File: src/rtl/sgs_pkg.sv
package sgs_pkg;

  typedef enum logic [2:0] {
    ST_IDLE,
    ST_SETUP,
    ST_WR_LOW,
    ST_A_HIGH,
    ST_B_LOW,
    ST_HOLD
  } sgs_state_t;

  // Minimum delay in ns to a cycle count, rounded up, at least one cycle.
  function automatic int unsigned ns_to_cyc(input int unsigned ns, input int unsigned period_ps);
    int unsigned c;
    c = (ns * 1000 + period_ps - 1) / period_ps;
    if (c == 0) c = 1;
    return c;
  endfunction

  function automatic int unsigned max4(input int unsigned a, input int unsigned b,
                                       input int unsigned c, input int unsigned d);
    int unsigned m;
    m = a;
    if (b > m) m = b;
    if (c > m) m = c;
    if (d > m) m = d;
    return m;
  endfunction

endpackage

File: src/rtl/sgs_gap_timer.sv
module sgs_gap_timer #(
  parameter int TW = 4
) (
  input  logic          clk,
  input  logic          rst,
  input  logic          load,
  input  logic [TW-1:0] load_val,
  output logic          expired
);
  logic [TW-1:0] cnt;

  always_ff @(posedge clk) begin
    if (rst) cnt <= '0;
    else if (load) cnt <= load_val;
    else if (cnt != '0) cnt <= cnt - 1'b1;
  end

  assign expired = (cnt == '0);
endmodule

File: src/rtl/sgs_byte_shift.sv
module sgs_byte_shift #(
  parameter int NBYTES = 5,
  parameter int BYTE_W = 8
) (
  input  logic                   clk,
  input  logic                   rst,
  input  logic                   load,
  input  logic                   shift,
  input  logic [NBYTES*BYTE_W-1:0] word_i,
  output logic [BYTE_W-1:0]      byte_o,
  output logic                   last_o
);
  localparam int WW = NBYTES * BYTE_W;
  localparam int IW = $clog2(NBYTES + 1);
  localparam logic [IW-1:0] LAST_IDX = IW'(NBYTES - 1);

  logic [WW-1:0] sreg;
  logic [IW-1:0] idx;

  always_ff @(posedge clk) begin
    if (rst) begin
      sreg <= '0;
      idx  <= '0;
    end else if (load) begin
      sreg <= word_i;
      idx  <= '0;
    end else if (shift) begin
      sreg <= sreg << BYTE_W;
      idx  <= idx + 1'b1;
    end
  end

  assign byte_o = sreg[WW-1 -: BYTE_W];
  assign last_o = (idx == LAST_IDX);
endmodule

File: src/rtl/sgs_seq_fsm.sv
module sgs_seq_fsm
  import sgs_pkg::*;
#(
  parameter int TW     = 4,
  parameter int SU_CYC = 1,
  parameter int G1_CYC = 1,
  parameter int G2_CYC = 1,
  parameter int HD_CYC = 1
) (
  input  logic          clk,
  input  logic          rst,
  input  logic          start_i,
  input  logic          tmr_expired,
  input  logic          last_byte,
  output logic          tmr_load,
  output logic [TW-1:0] tmr_val,
  output logic          word_load,
  output logic          word_shift,
  output logic          wr_strobe_o,
  output logic          ctl_a_o,
  output logic          ctl_b_o,
  output logic          done_o
);
  localparam logic [TW-1:0] SU_LD = TW'(SU_CYC - 1);
  localparam logic [TW-1:0] G1_LD = TW'(G1_CYC - 1);
  localparam logic [TW-1:0] G2_LD = TW'(G2_CYC - 1);
  localparam logic [TW-1:0] HD_LD = TW'(HD_CYC - 1);

  sgs_state_t state;

  always_comb begin
    tmr_load   = 1'b0;
    tmr_val    = '0;
    word_load  = 1'b0;
    word_shift = 1'b0;
    unique case (state)
      ST_IDLE:   if (start_i)     begin tmr_load = 1'b1; tmr_val = SU_LD; word_load = 1'b1; end
      ST_SETUP:  if (tmr_expired) begin tmr_load = 1'b1; tmr_val = G1_LD; end
      ST_WR_LOW: if (tmr_expired) begin tmr_load = 1'b1; tmr_val = G2_LD; end
      ST_A_HIGH: if (tmr_expired) begin tmr_load = 1'b1; tmr_val = HD_LD; end
      ST_B_LOW:  if (tmr_expired) begin tmr_load = 1'b1; tmr_val = HD_LD; end
      ST_HOLD:   if (tmr_expired && !last_byte) begin
                   tmr_load = 1'b1; tmr_val = SU_LD; word_shift = 1'b1;
                 end
      default: ;
    endcase
  end

  always_ff @(posedge clk) begin
    if (rst) begin
      state       <= ST_IDLE;
      wr_strobe_o <= 1'b1;
      ctl_a_o     <= 1'b0;
      ctl_b_o     <= 1'b1;
      done_o      <= 1'b0;
    end else begin
      done_o <= 1'b0;
      unique case (state)
        ST_IDLE:   if (start_i) state <= ST_SETUP;
        ST_SETUP:  if (tmr_expired) begin wr_strobe_o <= 1'b0; state <= ST_WR_LOW; end
        ST_WR_LOW: if (tmr_expired) begin ctl_a_o <= 1'b1; state <= ST_A_HIGH; end
        ST_A_HIGH: if (tmr_expired) begin ctl_b_o <= 1'b0; state <= ST_B_LOW; end
        ST_B_LOW:  if (tmr_expired) begin
                     wr_strobe_o <= 1'b1;
                     ctl_a_o     <= 1'b0;
                     ctl_b_o     <= 1'b1;
                     state       <= ST_HOLD;
                   end
        ST_HOLD:   if (tmr_expired) begin
                     if (last_byte) begin done_o <= 1'b1; state <= ST_IDLE; end
                     else state <= ST_SETUP;
                   end
        default:   state <= ST_IDLE;
      endcase
    end
  end
endmodule

File: src/rtl/strobe_cfg_loader.sv
module strobe_cfg_loader
  import sgs_pkg::*;
#(
  parameter int NBYTES        = 5,
  parameter int CLK_PERIOD_PS = 10000,
  parameter int GAP1_NS       = 5,
  parameter int GAP2_NS       = 4,
  parameter int SETUP_NS      = 10,
  parameter int HOLD_NS       = 10
) (
  input  logic                clk,
  input  logic                rst,
  input  logic                start_i,
  input  logic [NBYTES*8-1:0] cfg_i,
  output logic [7:0]          data_o,
  output logic                wr_strobe_o,
  output logic                ctl_a_o,
  output logic                ctl_b_o,
  output logic                done_o
);
  localparam int SU_CYC   = int'(ns_to_cyc(SETUP_NS, CLK_PERIOD_PS));
  localparam int GAP1_CYC = int'(ns_to_cyc(GAP1_NS, CLK_PERIOD_PS));
  localparam int GAP2_CYC = int'(ns_to_cyc(GAP2_NS, CLK_PERIOD_PS));
  localparam int HD_CYC   = int'(ns_to_cyc(HOLD_NS, CLK_PERIOD_PS));
  localparam int MAX_CYC  = int'(max4(SU_CYC, GAP1_CYC, GAP2_CYC, HD_CYC));
  localparam int TW       = $clog2(MAX_CYC + 1);

  logic          tmr_load, tmr_expired, word_load, word_shift, last_byte;
  logic [TW-1:0] tmr_val;

  sgs_gap_timer #(.TW(TW)) timer_i (
    .clk(clk), .rst(rst), .load(tmr_load), .load_val(tmr_val), .expired(tmr_expired)
  );

  sgs_byte_shift #(.NBYTES(NBYTES), .BYTE_W(8)) shift_i (
    .clk(clk), .rst(rst), .load(word_load), .shift(word_shift),
    .word_i(cfg_i), .byte_o(data_o), .last_o(last_byte)
  );

  sgs_seq_fsm #(
    .TW(TW), .SU_CYC(SU_CYC), .G1_CYC(GAP1_CYC), .G2_CYC(GAP2_CYC), .HD_CYC(HD_CYC)
  ) fsm_i (
    .clk(clk), .rst(rst), .start_i(start_i), .tmr_expired(tmr_expired),
    .last_byte(last_byte), .tmr_load(tmr_load), .tmr_val(tmr_val),
    .word_load(word_load), .word_shift(word_shift),
    .wr_strobe_o(wr_strobe_o), .ctl_a_o(ctl_a_o), .ctl_b_o(ctl_b_o), .done_o(done_o)
  );
endmodule

File: config.mk
export PLATFORM = sky130hd
export DESIGN_NAME = strobe_cfg_loader
export DESIGN_NICKNAME = d
export VERILOG_FILES = /design/src/rtl/sgs_pkg.sv /design/src/rtl/sgs_gap_timer.sv /design/src/rtl/sgs_byte_shift.sv /design/src/rtl/sgs_seq_fsm.sv /design/src/rtl/strobe_cfg_loader.sv
export SDC_FILE = /design/constraint.sdc
export NUM_CORES = 1
export LEC_CHECK = 0
export BUFFER_PORTS_ARGS = -buffer_cell sky130_fd_sc_hd__buf_4
export CAP_MARGIN = 10
export CORE_MARGIN = 2
export CORE_UTILIZATION = 45
export DETAILED_ROUTE_END_ITERATION = 7
export GPL_ROUTABILITY_DRIVEN = 0
export GPL_TIMING_DRIVEN = 0
export PLACE_DENSITY = 0.68
export RECOVER_POWER = 100
export SLEW_MARGIN = 20
export SYNTH_ARGS = -nofsm -noshare
export SYNTH_HDL_FRONTEND = slang
export SYNTH_HIERARCHICAL = 1
export SYNTH_SLANG_ARGS = --single-unit
File: constraint.sdc
create_clock -name clk -period 4.57 [get_ports clk]
set_clock_uncertainty 0.1 [all_clocks]
set_input_delay 0.457 -clock clk [delete_from_list [all_inputs] [get_ports clk]]
set_output_delay 0.457 -clock clk [all_outputs]
set_load 0.005 [all_outputs]
==> reports/qor.csv <==
metric;value;unit
status;finished clean;
FF+latch count, synth;51;
number of antenna diodes;0;
Min-Delay Path Depth;2;
FFs w/ async S/R, synth;0;
Least-Margin Pin Slew;1.11;ns
setup TNS;0;ns
DRC viols;0;
htree depth;2;
final setup margin;1.88;ns
Die Y;77.5;um
Final period util;0.589;
r2r worst-path depth;6;
CTS Buf Count;5;
WL final;5190;um
starting density of the core;0.470;
Slew headroom;0.249;
drt wl/cell;13.5;um
Nets;360;
top_reg_cell synth;dfxtp_1;
1st-pass router iterations;4;
Critical Path Sink Type;flop;
Commonest cells post-synth;dfxtp_1, a211oi_1, mux2i_1;
Hold Crit Endpoint;fsm_i/state[2];
Max-Cap Viols;0;
Min-Delay Startpoint;rst;
Post-synth EDFFs;0;
HP Class;primary input to flop;
insertion delay to the later sink of the worst-skew pair;0.30;ns
CP startpoint;fsm_i/state[2];
vias in the first global route;1861;
core area;5170;um^2
largest net degree at the start of global routing;15;
first-pass GRT wire length;8890;um
share of cells above drive strength 1;0.254;
worst path arrival time;2.83;ns
antenna violations before repair;0;
synthesized area per cell;9.58;um^2
worst setup path class;flop to flop;
CTS tree;yes;
Final setup viols;0;
Post-CTS Hold Buffers;0;
Mapped Area;2430;um^2
clk slew on worst S/H paths;0.09;ns
root buf cell;clkbuf_8;
GR Overflow Total;0;
Slew Limit Fails;0;
Peak VDD IR;0.000206;V
largest cells by area after synthesis;dfxtp_1, mux2i_1, a211oi_1;
library cells used by synthesis;31;
RSZ-0062 raised after global routing;no;
highest clock rate;371;MHz
DP Worst Slack;2.52;ns
post-synth net total;299;
Clock Sinks;51;
Resize count post-CTS;0;
Total GRT Usage;0.185;
PortBufs;54;
HPWL after detailed placement;3870;um
die extent in x;77.5;um
clk buf depth;2;
Final ANT Viol Nets;0;
startpoint types;flop;
DIE AREA;6010;um^2
Min Clock Period, post-route;2.69;ns
Crit Reg-Reg Startpoint;fsm_i/state[2];
Iteration-0 DRC Markers;100;
Ys Warns;6;
area leader, netlist;dfxtp_1;
setup bufs post-CTS;0;
via/cell ratio;5.07;
Ports;55;
Req. time, crit path;4.71;ns
worst-path maximum fanout;10;
sequential fraction of the synthesis area;0.420;
Util after Layout;0.580;
count leader, synth;dfxtp_1;
Power Density;381;nW/um^2
via count;1951;
area delta synth->final;23.3;%
Pleak;1.12;nW
RR Endpoint;shift_i/sreg[6];
slack of the worst reg-to-reg path;1.88;ns
Post-Synthesis Cells;254;
# rows;26;
Yosys top cell area share;0.420;
Final Hold Fails;0;
-- where the power goes --
group / total, mW / internal [mW] / switching, mW
Combinational: 0.324 / 0.170 / 0.153
Sequential: 0.558 / 0.518 / 0.0405
Clock: 0.261 / 0.119 / 0.142
Total: 1.14 / 0.807 / 0.336
-- cell usage in the layout, fill, tap and decap left out, types with 5 or more instances in the layout --
cell / n
clkbuf_8: 6
or3b_1: 6
nand2_1: 11
a211oi_1: 33
a21oi_1: 13
buf_4: 55
clkbuf_4: 12
mux2i_1: 33
nor2b_1: 32
clkbuf_1: 15
dfxtp_1: 51
or3_1: 5
inv_1: 7
-- routing by layer --
metal,up-vias,part of all wire,track usage
met5,-,0,0
met4,0,0.0052,0.0696
met3,2,0.044,0.0372
met2,44,0.44,0.278
met1,890,0.51,0.262
li1,1015,-,-
-- layout make-up --
| type | instances | area, um^2 |
|---|---|---|
| multi-input cells | 166 | 1200 |
| inverters | 7 | 26.3 |
| fillers | 472 | 2170 |
| repair buffers | 54 | 405 |
| flip-flops and latches | 51 | 1020 |
| clock inverters | 1 | 5.00 |
| clock buffers | 6 | 82.6 |
| well taps | 70 | 87.6 |
| plain buffers | 30 | 176 |
-- through the flow --
stage,total power [mW],area [um^2],instances,hold slack (ns)
final,1.14,3000,385,0.298
after global routing,1.22,3000,385,0.297
after CTS,1.16,3010,385,0.285
after detailed placement,0.900,2930,378,0.398
after global placement,0.894,2930,378,0.381
after floorplan,0.786,2430,254,0.384
-- worst max path at each step --
stage / end / slack (ns) / depth (start not counted)
floorplan: shift_i/sreg[10] / 2.83 / 8
CTS: shift_i/sreg[11] / 2.51 / 5
global placement: shift_i/sreg[9] / 2.51 / 5
global route: shift_i/sreg[2] / 1.60 / 6
detailed placement: shift_i/sreg[11] / 2.52 / 5
finish: shift_i/sreg[6] / 1.88 / 6
-- registers in the layout, summed over array words and instances (netlist names) --
| name | cells |
|---|---|
| fsm_i/ctl_b_o | 1 |
| shift_i/idx | 3 |
| fsm_i/state | 3 |
| fsm_i/wr_strobe_o | 1 |
| fsm_i/ctl_a_o | 1 |
| fsm_i/done_o | 1 |
| timer_i/cnt | 1 |
| shift_i/sreg | 40 |
-- worst max-delay path, stage by stage, from the launching register on --
cell and delay, ns:
dfxtp_1 0.35, clkbuf_1 0.20, nor4b_1 0.94, clkbuf_1 0.36, clkbuf_1 0.41, nand2_1 0.12, a21oi_1 0.13
-- kinds of logic (layout without fill, tap and decap cells) --
| family | after synthesis | after routing | synth area share |
|---|---|---|---|
| compound gates | 52 | 52 | 0.149 |
| xor+xnor | 2 | 2 | 0.00720 |
| fa+ha+maj | 2 | 2 | 0.0103 |
| buf+inv | 37 | 98 | 0.0864 |
| flops | 51 | 51 | 0.420 |
| mux | 33 | 33 | 0.136 |
| other cells | 1 | 1 | 0.00154 |
| simple gates | 76 | 76 | 0.190 |
Note: power is estimated with default switching activity, not from simulation.
